## config.mk

```make
export PLATFORM = sky130hd
export DESIGN_NAME = sio_regbank
export DESIGN_NICKNAME = d
export VERILOG_FILES = /design/src/rtl/sio_regbank_pkg.sv /design/src/rtl/sio_fifo.sv /design/src/rtl/sio_csr.sv /design/src/rtl/sio_regbank.sv
export SDC_FILE = /design/constraint.sdc
export NUM_CORES = 1
export LEC_CHECK = 0
export BUFFER_PORTS_ARGS = -buffer_cell sky130_fd_sc_hd__clkbuf_2
export CAP_MARGIN = 20
export CORE_MARGIN = 4
export CORE_UTILIZATION = 55
export CTS_CLUSTER_DIAMETER = 60
export DETAILED_ROUTE_END_ITERATION = 10
export GPL_ROUTABILITY_DRIVEN = 0
export GPL_TIMING_DRIVEN = 1
export PLACE_DENSITY_LB_ADDON = 0.08
export REMOVE_ABC_BUFFERS = 1
export SLEW_MARGIN = 15
export SYNTH_ARGS = -nofsm -noshare
export SYNTH_HDL_FRONTEND = slang
export SYNTH_SLANG_ARGS = --single-unit
```

## constraint.sdc

```tcl
create_clock -name clk -period 4.53 [get_ports clk]
set_input_delay 1.1325 -clock clk [delete_from_list [all_inputs] [get_ports clk]]
set_output_delay 1.1325 -clock clk [all_outputs]
set_load 0.05 [all_outputs]
```

## src/rtl/sio_regbank_pkg.sv

```systemverilog
package sio_regbank_pkg;

    localparam int WORD_W   = 32;
    localparam int LANES    = WORD_W / 8;
    localparam int WIN_AW   = 8;
    localparam int IDX_W    = WIN_AW - 2;
    localparam int NUM_CSR  = 6;

    typedef enum logic [IDX_W-1:0] {
        IDX_LINE_CTL  = 6'd0,
        IDX_LINE_STAT = 6'd1,
        IDX_IRQ_CTL   = 6'd2,
        IDX_IRQ_STAT  = 6'd3,
        IDX_FIFO_CTL  = 6'd4,
        IDX_BAUD_CTL  = 6'd5,
        IDX_TX_WIN    = 6'd8,
        IDX_RX_WIN    = 6'd12
    } word_idx_e;

    localparam int FC_CLR_EN = 16;
    localparam int FC_RX_CLR = 17;
    localparam int FC_TX_CLR = 18;

    typedef struct packed {
        logic [IDX_W-1:0]  idx;
        logic [WORD_W-1:0] wdata;
        logic [LANES-1:0]  be;
        logic              we;
        logic              re;
    } bus_req_t;

    function automatic logic [WORD_W-1:0] csr_mask(input int n);
        case (n)
            0:       return 32'hE17F_0000;
            2:       return 32'h000F_0000;
            3:       return 32'h0007_0000;
            4:       return 32'h001F_0000;
            5:       return 32'h03FF_0000;
            default: return 32'h0000_0000;
        endcase
    endfunction

    function automatic logic [WORD_W-1:0] csr_reset(input int n);
        case (n)
            0:       return 32'h4000_0000;
            5:       return 32'h03FF_0000;
            default: return 32'h0000_0000;
        endcase
    endfunction

    function automatic logic [WORD_W-1:0] lane_merge(
        input logic [WORD_W-1:0] old_w,
        input logic [WORD_W-1:0] new_w,
        input logic [LANES-1:0]  be,
        input logic [WORD_W-1:0] mask
    );
        logic [WORD_W-1:0] r;
        r = old_w;
        for (int i = 0; i < LANES; i++) begin
            if (be[i]) r[WORD_W-1-8*i -: 8] = new_w[WORD_W-1-8*i -: 8];
        end
        return r & mask;
    endfunction

endpackage

```

## src/rtl/sio_fifo.sv

```systemverilog
module sio_fifo #(
    parameter int DATA_W = 8,
    parameter int DEPTH  = 16
) (
    input  logic              clk,
    input  logic              rst,
    input  logic              clr,
    input  logic              push,
    input  logic [DATA_W-1:0] din,
    input  logic              pop,
    output logic [DATA_W-1:0] dout,
    output logic              empty,
    output logic              full
);
    localparam int AW = (DEPTH > 1) ? $clog2(DEPTH) : 1;
    localparam int CW = AW + 1;
    localparam logic [AW-1:0] LAST = AW'(DEPTH - 1);
    localparam logic [CW-1:0] CAP  = CW'(DEPTH);

    logic [DATA_W-1:0] mem [DEPTH];
    logic [AW-1:0]     wr_ptr, rd_ptr;
    logic [CW-1:0]     count;
    logic              do_push, do_pop;

    assign empty   = (count == '0);
    assign full    = (count == CAP);
    assign do_push = push && !full;
    assign do_pop  = pop && !empty;
    assign dout    = mem[rd_ptr];

    always_ff @(posedge clk) begin
        if (do_push) mem[wr_ptr] <= din;
    end

    always_ff @(posedge clk) begin
        if (rst || clr) begin
            wr_ptr <= '0;
            rd_ptr <= '0;
            count  <= '0;
        end else begin
            if (do_push) wr_ptr <= (wr_ptr == LAST) ? '0 : wr_ptr + 1'b1;
            if (do_pop)  rd_ptr <= (rd_ptr == LAST) ? '0 : rd_ptr + 1'b1;
            case ({do_push, do_pop})
                2'b10:   count <= count + 1'b1;
                2'b01:   count <= count - 1'b1;
                default: count <= count;
            endcase
        end
    end
endmodule

```

## src/rtl/sio_csr.sv

```systemverilog
module sio_csr
    import sio_regbank_pkg::*;
#(
    parameter int NREG = NUM_CSR
) (
    input  logic                        clk,
    input  logic                        rst,
    input  logic                        wr_en,
    input  logic [IDX_W-1:0]            wr_idx,
    input  logic [LANES-1:0]            wr_be,
    input  logic [WORD_W-1:0]           wr_data,
    output logic [NREG-1:0][WORD_W-1:0] csr_q,
    output logic                        tx_clr,
    output logic                        rx_clr
);
    logic [WORD_W-1:0] fc_next;
    logic              fc_wr;

    for (genvar g = 0; g < NREG; g++) begin : g_csr
        localparam logic [WORD_W-1:0] MASK = csr_mask(g);
        localparam logic [WORD_W-1:0] RVAL = csr_reset(g);
        always_ff @(posedge clk) begin
            if (rst)
                csr_q[g] <= RVAL;
            else if (wr_en && wr_idx == IDX_W'(g))
                csr_q[g] <= lane_merge(csr_q[g], wr_data, wr_be, MASK);
        end
    end

    assign fc_wr   = wr_en && (wr_idx == IDX_FIFO_CTL);
    assign fc_next = lane_merge(csr_q[IDX_FIFO_CTL], wr_data, wr_be, csr_mask(IDX_FIFO_CTL));
    assign tx_clr  = fc_wr && fc_next[FC_CLR_EN] && fc_next[FC_TX_CLR];
    assign rx_clr  = fc_wr && fc_next[FC_CLR_EN] && fc_next[FC_RX_CLR];
endmodule

```

## src/rtl/sio_regbank.sv

```systemverilog
module sio_regbank
    import sio_regbank_pkg::*;
#(
    parameter int FIFO_DEPTH = 16
) (
    input  logic        clk,
    input  logic        rst,
    input  logic [7:0]  bus_addr,
    input  logic [31:0] bus_wdata,
    input  logic [3:0]  bus_be,
    input  logic        bus_we,
    input  logic        bus_re,
    output logic [31:0] bus_rdata,
    input  logic        tx_pop_i,
    output logic [7:0]  tx_data_o,
    output logic        tx_empty_o,
    input  logic        rx_push_i,
    input  logic [7:0]  rx_data_i,
    output logic        rx_full_o
);
    bus_req_t                          req;
    logic [NUM_CSR-1:0][WORD_W-1:0]    csr_q;
    logic                              tx_clr, rx_clr;
    logic                              tx_push, rx_pop;
    logic                              tx_full_unused, rx_empty;
    logic [7:0]                        rx_head;

    assign req.idx   = bus_addr[WIN_AW-1:2];
    assign req.wdata = bus_wdata;
    assign req.be    = bus_be;
    assign req.we    = bus_we;
    assign req.re    = bus_re;

    assign tx_push = req.we && req.idx == IDX_TX_WIN && req.be[0];
    assign rx_pop  = req.re && req.idx == IDX_RX_WIN && req.be[0] && !rx_empty;

    sio_csr #(.NREG(NUM_CSR)) u_csr (
        .clk     (clk),
        .rst     (rst),
        .wr_en   (req.we),
        .wr_idx  (req.idx),
        .wr_be   (req.be),
        .wr_data (req.wdata),
        .csr_q   (csr_q),
        .tx_clr  (tx_clr),
        .rx_clr  (rx_clr)
    );

    sio_fifo #(.DATA_W(8), .DEPTH(FIFO_DEPTH)) u_tx_fifo (
        .clk   (clk),
        .rst   (rst),
        .clr   (tx_clr),
        .push  (tx_push),
        .din   (req.wdata[WORD_W-1 -: 8]),
        .pop   (tx_pop_i),
        .dout  (tx_data_o),
        .empty (tx_empty_o),
        .full  (tx_full_unused)
    );

    sio_fifo #(.DATA_W(8), .DEPTH(FIFO_DEPTH)) u_rx_fifo (
        .clk   (clk),
        .rst   (rst),
        .clr   (rx_clr),
        .push  (rx_push_i),
        .din   (rx_data_i),
        .pop   (rx_pop),
        .dout  (rx_head),
        .empty (rx_empty),
        .full  (rx_full_o)
    );

    always_ff @(posedge clk) begin
        if (rst || !req.re) begin
            bus_rdata <= '0;
        end else if (req.idx < IDX_W'(NUM_CSR)) begin
            bus_rdata <= csr_q[req.idx[2:0]];
        end else if (rx_pop) begin
            bus_rdata <= {rx_head, 24'h0};
        end else begin
            bus_rdata <= '0;
        end
    end
endmodule

```

# == Yosys cells after proc, flatten, opt, wreduce, memory -nomap -nowiden ==
# Memories as Yosys holds them, arrays and structs flattened. A register that Yosys moved wholly into a read port is not among the register bits.
# Index checks and enable logic that the tools add are counted.
# word_totals
output_inout_bits,42
memories,2
reg_bits,91
elab_cells,99
input_bits,58
mem_bits_rw,256
# memory_table
name,depth,word_bits,rd,rd_ports_with_merged_regs,wr,line_no,text
u_rx_fifo.mem,16,8,1,1,1,sio_fifo.sv:20,logic [DATA_W-1:0] mem [DEPTH];
u_tx_fifo.mem,16,8,1,1,1,sio_fifo.sv:20,
# classes
n_eq_ne,16
n_addsub,8
magnitude_cmp,2
n_reduce_logical,37
n_mux,19
# ops
op,count
binary-select mux 32 bit (select 3 bit),1
two-way mux 32 bit,3
two-way mux 4 bit,8
case mux 5 bit (2 select lines),2
logical AND 1 bit,17
adder 4 x 1 -> 4 bit (second input constant),4
== test 4 bit (second input constant),4
AND reduction 2 bit,7
== test 6 x 2 -> 1 bit (second input constant),2
== test 6 x 3 -> 1 bit (second input constant),2
== test 6 x 4 -> 1 bit (second input constant),2
adder 5 x 1 -> 5 bit (second input constant),2
== test 5 bit (second input constant),2
zero test 5 bit,2
subtractor 5 x 1 -> 5 bit (second input constant),2
zero test 6 bit,1
< comparator 6 x 3 -> 1 bit (second input constant),1
zero test 1 bit,5
== test 2 x 1 -> 1 bit (second input constant),2
== test 2 bit (second input constant),2
< comparator 3 x 4 -> 1 bit (second input constant),1
two-way mux 1 bit,4
nonzero test 2 bit,2
logical OR 1 bit,3
two-way mux 3 bit,1

# == Longest topological paths before layout ==
# Gate-level depths: netlist of run 1.
# depth
word_depth,7
mapped_depth,14

# == Cells and area by module ==
# From an unflattened synthesis of run 1, not the netlist that was laid out.
# hier_totals
cells_unflattened,1189
hier_area_um2,16859.9
# by_module_without_submodules
mod,instances,area_each_um2,cells_each
sio_fifo,2,5871.9,299
sio_csr,1,2660.1,311
sio_regbank,1,2456.1,280

# == Worst setup path before layout of run 1 ==
# Ideal clock, no wire load.
# synth_timing
path_type,input port to flip-flop
startpoint,input bus_addr[4]
endpoint,register u_tx_fifo.count[4]
n_path_buf,3
stages,14
setup_ps,70
required_time_ps,4460
setup_slack_ps,856
arrival_time_ps,3604
cell_sequence,buf_4 nor3_2 o2111a_1 buf_6 clkinv_2 ha_1 buf_2 xor2_1 ha_1 a211o_2 a21oi_1 a211oi_1 or3_1 a21oi_1
# synth_between
elab_chain_len,6
# synth_lines
element,line_no,text
from (decl),sio_regbank.sv:8,"input logic [7:0] bus_addr,"
== test 6 x 4 -> 1 bit,sio_regbank.sv:34,assign tx_push = req.we && req.idx == IDX_TX_WIN && req.be[0];
logical AND 1 bit (2 in a row),sio_regbank.sv:34,
logical AND 1 bit,sio_fifo.sv:27,assign do_push = push && !full;
== test 2 x 1 -> 1 bit / == test 2 bit (equally long branches),sio_fifo.sv:43,"case ({do_push, do_pop})"
case mux 5 bit (2 select lines) / nonzero test 2 bit (equally long branches),--,
to (signal assigned),sio_fifo.sv:44,2'b10: count <= count + 1'b1;
to (signal assigned),sio_fifo.sv:45,2'b01: count <= count - 1'b1;
to (signal assigned),sio_fifo.sv:46,default: count <= count;
to (decl),sio_fifo.sv:22,logic [CW-1:0] count;
# Parallel ways exist; a longest one is shown, timed or not.
# A chain may end at the register's enable or synchronous reset.

==> results.json, run 1 <==
{
  "vias": 7450,
  "wire_per_inst_um": 22.1,
  "multi_input_area_um2": 4060,
  "root_buffer": "clkbuf_16",
  "syn_area_um2": 13800,
  "grt_pass1_wl_um": 44300,
  "dp.cells": 1207,
  "critPathMaxStageDelay_ns": 0.64,
  "power_leakage_uw": 0.00526,
  "end_kind": "output pin",
  "cts_buffers": 35,
  "finalHoldViolCount": 0,
  "routed_wl_um": 28100,
  "final-setup-viol-count": 0,
  "maxCapViolations": 0,
  "clkSlewWorstSetupHoldPaths_ns": 0.06,
  "drtPass1Iterations": 5,
  "ys_seq_area_share_pct": 67.9,
  "grt_max_degree": 37,
  "async_reset_ff_share_pct": 0,
  "yosysWarnings": 0,
  "coreArea_um2": 24500,
  "slew_viol_final": 0,
  "routed_via_density": 5.87,
  "synthTopCellsByArea": "edfxtp_1 (56%), dfxtp_1 (12%), mux4_2 (12%)",
  "fin_skew_ns": 0.0114,
  "syn2layout_area_growth_pct": 12.2,
  "clock-sinks": 339,
  "grt_usage_pct": 20.5,
  "peakVddDrop_mv": 0.303,
  "synth_area_per_cell_um2": 16.2,
  "clk_latency_ns": 0.50,
  "timing.final.ws_setup_ns": 0.652,
  "hpwl_um": 18500,
  "die-area_um2": 27600,
  "rrSetupSlack_ns": 1.36,
  "drive_above_1_share_pct": 24.5,
  "yosysTopAreaCell": "edfxtp_1",
  "insertedDiodeCount": 0,
  "die_h_um": 166,
  "worstPathRequired_ns": 3.40,
  "mostFrequentLayoutCell": "edfxtp_1",
  "grt_overflow_total": 0,
  "stdcell_count": 1270,
  "nNetsFinal": 998,
  "syn_inst": 848,
  "synth-edff-count": 256,
  "htreeDepth": 2,
  "initial_core_util_pct": 56.3,
  "worstSetupPathType": "register to output pin",
  "status": "complete, no violations",
  "critPathArrivalTime_ns": 2.75,
  "clock_path_buffers": 3,
  "first_iter_violations": 616,
  "grt_pass1_vias": 7705,
  "layout_min_cycle_time_ns": 3.88,
  "ctsHoldBuffers": 0,
  "ant_nets": 0,
  "cp_common_cell": "mux4_2",
  "ys.flop_type": "edfxtp_1",
  "tns_ns": 0,
  "hold_path.class": "register to register",
  "critPathSlowestCell": "mux4_2",
  "ys_ff_latch": 339,
  "path_delay_family": "multiplexers",
  "critPathLaunchType": "register",
  "fmax_mhz": 258,
  "ys_types": 69,
  "tightest_slew_ns": 1.01,
  "final_cell_mix": "edfxtp_1 (256), dfxtp_1 (81), mux4_2 (72), nor2_1 (72), clkbuf_2 (63)",
  "ios": 100,
  "worstPathCellList": "buf_4 -> mux4_2 -> mux4_2 -> clkbuf_2",
  "pre_cts_ws_ns": 0.639,
  "cts_tree": "done",
  "die_x_um": 166,
  "fin_util_pct": 63.2,
  "port_buffers": 63,
  "rows": 57,
  "final.period_utilization_pct": 85.6,
  "ctsResizeCount": 0,
  "regArea_um2": 9350,
  "power_density_nw_per_um2": 408,
  "rsz0062_at_grt": "false",
  "postCtsSetupBuffers": 0,
  "synth.top_cell.area_share_pct": 55.8,
  "drc": 0,
  "cp_max_fo": 32,
  "critPathBufInv": 2,
  "relSlewSlack_pct": 32.3,
  "final.fill_count": 1747,
  "grt_antenna_before_repair": 0
}
cells in the mapped netlist (3+ instances only):
cell type  number
edfxtp_1      256
dfxtp_1        83
mux4_2         72
nor2_1         72
nand2_1        55
mux2i_1        31
a21oi_1        29
buf_4          18
ha_1           18
inv_1          16
nand3_1        15
buf_2          14
mux2_2         12
nor3_1         12
clkbuf_1       11
a211oi_1        9
buf_1           9
nand2b_1        9
nand3b_1        9
o21ai_0         9
nor2b_1         8
a22oi_1         7
xor2_1          7
buf_6           6
o21ai_1         4
or3_1           4
or4_1           3
per-layer routing:
metal  global-route usage, %  share of wire (%)  up-vias
met1                    30.3                 44     3787
met4                    4.81                1.8        0
met2                    32.4                 48      244
met5                       0                  0        -
met3                    3.48                5.9       37
li1                        -                  -     3382
where the power goes:
| group | internal, uW | total, uW | switching [uW] |
|---|---|---|---|
| Combinational | 52.6 | 188 | 135 |
| Sequential | 3350 | 3360 | 8.19 |
| Clock | 1650 | 2760 | 1110 |
| Total | 5060 | 6310 | 1250 |
registers in the layout, indices dropped and copies added, names as in the netlist, named ones only:
| signal | count |
|---|---|
| u_tx_fifo.count | 5 |
| u_tx_fifo.rd_ptr | 4 |
| u_rx_fifo.wr_ptr | 4 |
| u_tx_fifo.mem | 128 |
| u_csr.csr_q | 33 |
| u_rx_fifo.rd_ptr | 4 |
| u_tx_fifo.wr_ptr | 4 |
| bus_rdata | 16 |
| u_rx_fifo.mem | 128 |
| u_rx_fifo.count | 5 |
worst reg2reg max path: stages (launching register included):
cell	delay, ns
dfxtp_1	0.39
or4_4	0.60
o21ai_2	0.22
inv_1	0.17
ha_1	0.33
xor2_1	0.19
ha_1	0.23
a211o_2	0.31
a21oi_1	0.14
a211oi_1	0.07
or3_1	0.32
a21oi_1	0.14
area by class of cell:
type	count	share of cell area (%)
clock inverter	15	0.810
multi-input combinational	448	26.2
inverter	17	0.421
sequential	339	60.5
timing repair buffer	80	2.95
clock buffer	47	6.43
tap	324	2.62
per-stage QoR:
stage | hold WS, ns | instance area (um^2) | total power (uW)
after CTS | 0.460 | 15400 | 6360
after floorplan | 0.429 | 13500 | 3520
final | 0.459 | 15500 | 6310
after global routing | 0.487 | 15500 | 6530
after global placement | 0.442 | 14300 | 3600
after detailed placement | 0.449 | 14300 | 3610
kinds of logic (layout without fill, tap and decap cells):
logic type      after synthesis  in the layout  synth area share (%)
xor+xnor                      9              9                 0.627
flops                       339            339                  67.9
other cells                   1             16                0.0272
buf+inv                      76            159                  3.04
compound gates               86             86                  4.26
mux                         115            115                  15.0
fa+ha+maj                    19             19                  1.78
simple gates                203            203                  7.33
final timing paths:
| path | depth (start not counted) | end | startpoint |
|---|---|---|---|
| setup / recovery | 4 | tx_data_o[4] | register |
| hold / removal | 2 | u_csr.csr_q[21] | u_csr.csr_q[21] |
| setup reg to reg | 11 | u_tx_fifo.count[4] | u_tx_fifo.count[1] |
| hold reg to reg | 2 | u_csr.csr_q[21] | u_csr.csr_q[21] |
No activity file was read; power rests on OpenSTA's default activity.
==> run 2, diff against run 1 <==
--- a/config.mk
+++ b/config.mk
@@ -5,6 +5,7 @@
 export SDC_FILE = /design/constraint.sdc
 export NUM_CORES = 1
 export LEC_CHECK = 0
+export ABC_AREA = 1
 export BUFFER_PORTS_ARGS = -buffer_cell sky130_fd_sc_hd__clkbuf_2
 export CAP_MARGIN = 20
 export CORE_MARGIN = 4
==> run 2 against run 1 <==
  * Final area increased by 3.0%
  * Maximum frequency increased by 4.5%
  * Sequential share of layout area decreased by 1.7 points
  * Synthesized cell count increased by 60%
  * Critical path type unchanged
  * Highest routed layer unchanged
==> results.json, run 2 <==
{
  "status": "complete, no violations",
  "die-area_um2": 28500,
  "synth.top_cell.area_share_pct": 54.0,
  "fmax_mhz": 269,
  "rrSetupSlack_ns": 1.87,
  "tns_ns": 0,
  "hold_path_end": "u_csr.csr_q[17]",
  "hpwl_um": 19300,
  "power_leakage_uw": 0.00579,
  "ys_ff_latch": 339,
  "yosysMostFrequentCell": "nand2_1",
  "first_iter_violations": 790,
  "drive_above_1_share_pct": 11.8,
  "fin_skew_ns": 0.0175,
  "ant_nets": 0,
  "vias": 9551,
  "routed_via_density": 5.41,
  "reg_top3": "u_rx_fifo.mem x128, u_tx_fifo.mem x128, u_csr.csr_q x33",
  "mostFrequentLayoutCell": "nand2_1",
  "yosysWarnings": 0,
  "wire_per_inst_um": 17.3,
  "critPathBufInv": 3,
  "end_kind": "output pin",
  "final_cell_mix": "nand2_1 (275), edfxtp_1 (256), nor2_1 (173)",
  "clock-sinks": 339,
  "worstHoldStart": "u_csr.csr_q[17]",
  "clkSlewWorstSetupHoldPaths_ns": 0.06,
  "worstSetupPathType": "register to output pin",
  "port_buffers": 63,
  "initial_core_util_pct": 56.2,
  "rows": 58,
  "ios": 100,
  "grt_usage_pct": 21.4,
  "finalHoldViolCount": 0,
  "ff2ff_path_depth": 13,
  "slew_viol_final": 0,
  "final.fill_count": 2043,
  "worstPathRequired_ns": 3.40,
  "final.period_utilization_pct": 81.9,
  "async_reset_ff_share_pct": 0,
  "syn2layout_area_growth_pct": 11.8,
  "final-setup-viol-count": 0,
  "nNetsFinal": 1487,
  "rsz0062_at_grt": "false",
  "tightest_slew_ns": 0.960,
  "crit-reg2reg-launch": "u_rx_fifo.count[4]",
  "clk_latency_ns": 0.53,
  "grt_max_degree": 66,
  "maxCapViolations": 0,
  "critPathLaunchType": "register",
  "drtPass1Iterations": 5,
  "ctsHoldBuffers": 0,
  "ys_types": 44,
  "routed_wl_um": 30600,
  "path_delay_family": "buffers and inverters",
  "drc": 0,
  "yosysTopAreaCell": "edfxtp_1",
  "cp_common_cell": "nor2_1",
  "ys_seq_area_share_pct": 65.7,
  "critPathSlowestCell": "inv_2",
  "hold_path_depth": 2,
  "layout_min_cycle_time_ns": 3.71,
  "critPathMaxStageDelay_ns": 0.49,
  "grt_antenna_before_repair": 0,
  "critPathArrivalTime_ns": 2.58,
  "cts_tree": "done",
  "die_h_um": 169,
  "grt_overflow_total": 0,
  "clock_path_buffers": 3,
  "grt_pass1_wl_um": 48600,
  "cp_max_fo": 36,
  "rr_endpoint": "u_rx_fifo.count[4]",
  "die_x_um": 169,
  "synthTopCellsByArea": "edfxtp_1 (54%), dfxtp_1 (12%), nand2_1 (7.3%)",
  "peakVddDrop_mv": 0.399,
  "synth-edff-count": 256,
  "grt_pass1_vias": 9182,
  "ys.flop_type": "edfxtp_1",
  "root_buffer": "clkbuf_16",
  "coreArea_um2": 25300,
  "ctsResizeCount": 0,
  "syn_inst": 1354,
  "ys_top_cells_by_count": "nand2_1 (275), edfxtp_1 (256), nor2_1 (173)",
  "insertedDiodeCount": 0,
  "worstPathCellList": "inv_2 -> buf_4 -> nor2_1 -> nor2_1 -> o21ai_0 -> o211ai_1 -> nand3_1 -> nand2_1 -> clkbuf_2",
  "postCtsSetupBuffers": 0,
  "relSlewSlack_pct": 35.7,
  "power_density_nw_per_um2": 466,
  "syn_area_um2": 14200,
  "htreeDepth": 2,
  "hold_path.class": "register to register",
  "synth_area_per_cell_um2": 10.5,
  "fin_util_pct": 62.8,
  "cts_buffers": 37
}
run 2: final cells by class:
cell class	instances	area (um^2)	share of cell area, %
clock buffer	49	1030	6.46
clock inverter	17	145	0.912
inverter	82	308	1.93
multi-input combinational	877	4250	26.7
sequential	339	9350	58.8
tap	330	413	2.60
timing repair buffer	73	415	2.61
run 2: worst max-delay path by stage:
stage / start / to / slack, ns / depth (start not counted)
after global routing: register / tx_data_o[5] / 0.61 / 9
after detailed placement: bus_addr[4] / u_rx_fifo.count[4] / 0.89 / 14
after CTS: register / tx_data_o[5] / 0.77 / 9
after floorplan: register / tx_data_o[2] / 0.85 / 7
final: register / tx_data_o[5] / 0.82 / 9
after global placement: bus_addr[4] / u_rx_fifo.count[4] / 0.90 / 14
run 2: kinds of logic (layout without fill, tap and decap cells):
family / Yosys count / count (layout) / share of synthesized area [%]
AOI/OAI and AO/OA: 204 / 204 / 8.36
xor gates and xnor gates: 10 / 10 / 0.616
adders and majority gates: 19 / 19 / 1.72
buffers and inverters: 153 / 221 / 4.85
DFF: 339 / 339 / 65.7
muxes: 1 / 1 / 0.0704
other: 1 / 16 / 0.0264
and+or+nand+nor: 627 / 627 / 18.6
run 2: worst reg2reg max path, delay by kind of cell (launching register included):
| family | cells | cell delay (ns) |
|---|---|---|
| fa+ha+maj | 2 | 0.75 |
| flops | 1 | 0.36 |
| compound gates | 3 | 0.48 |
| buf+inv | 3 | 0.28 |
| simple gates | 5 | 0.71 |
run 2: metal layers:
| layer | up-vias | track usage (%) | wire length [um] |
|---|---|---|---|
| met1 | 4474 | 29.2 | 13300 |
| met4 | 0 | 7.06 | 768 |
| met2 | 266 | 35.7 | 15000 |
| met3 | 60 | 3.22 | 1620 |
| li1 | 4751 | - | - |
| met5 | - | 0 | 0 |
run 2: report_power, final:
part	leakage [uW]	switching [uW]	total [uW]	internal, uW
clock	0.000583	1180	2900	1720
sequential	0.00298	48.1	3430	3390
combinational	0.00223	793	1090	294
total	0.00579	2020	7420	5400
run 2: stage by stage:
step | area (um^2) | setup WS (ns) | cells | total power (uW) | hold WS (ns)
global route | 15900 | 0.611 | 1767 | 7730 | 0.478
CTS | 15900 | 0.767 | 1766 | 7480 | 0.451
floorplan | 13900 | 0.849 | 1298 | 4260 | 0.421
detailed placement | 14700 | 0.887 | 1700 | 4590 | 0.440
global placement | 14700 | 0.897 | 1700 | 4580 | 0.439
finish | 15900 | 0.818 | 1767 | 7420 | 0.454
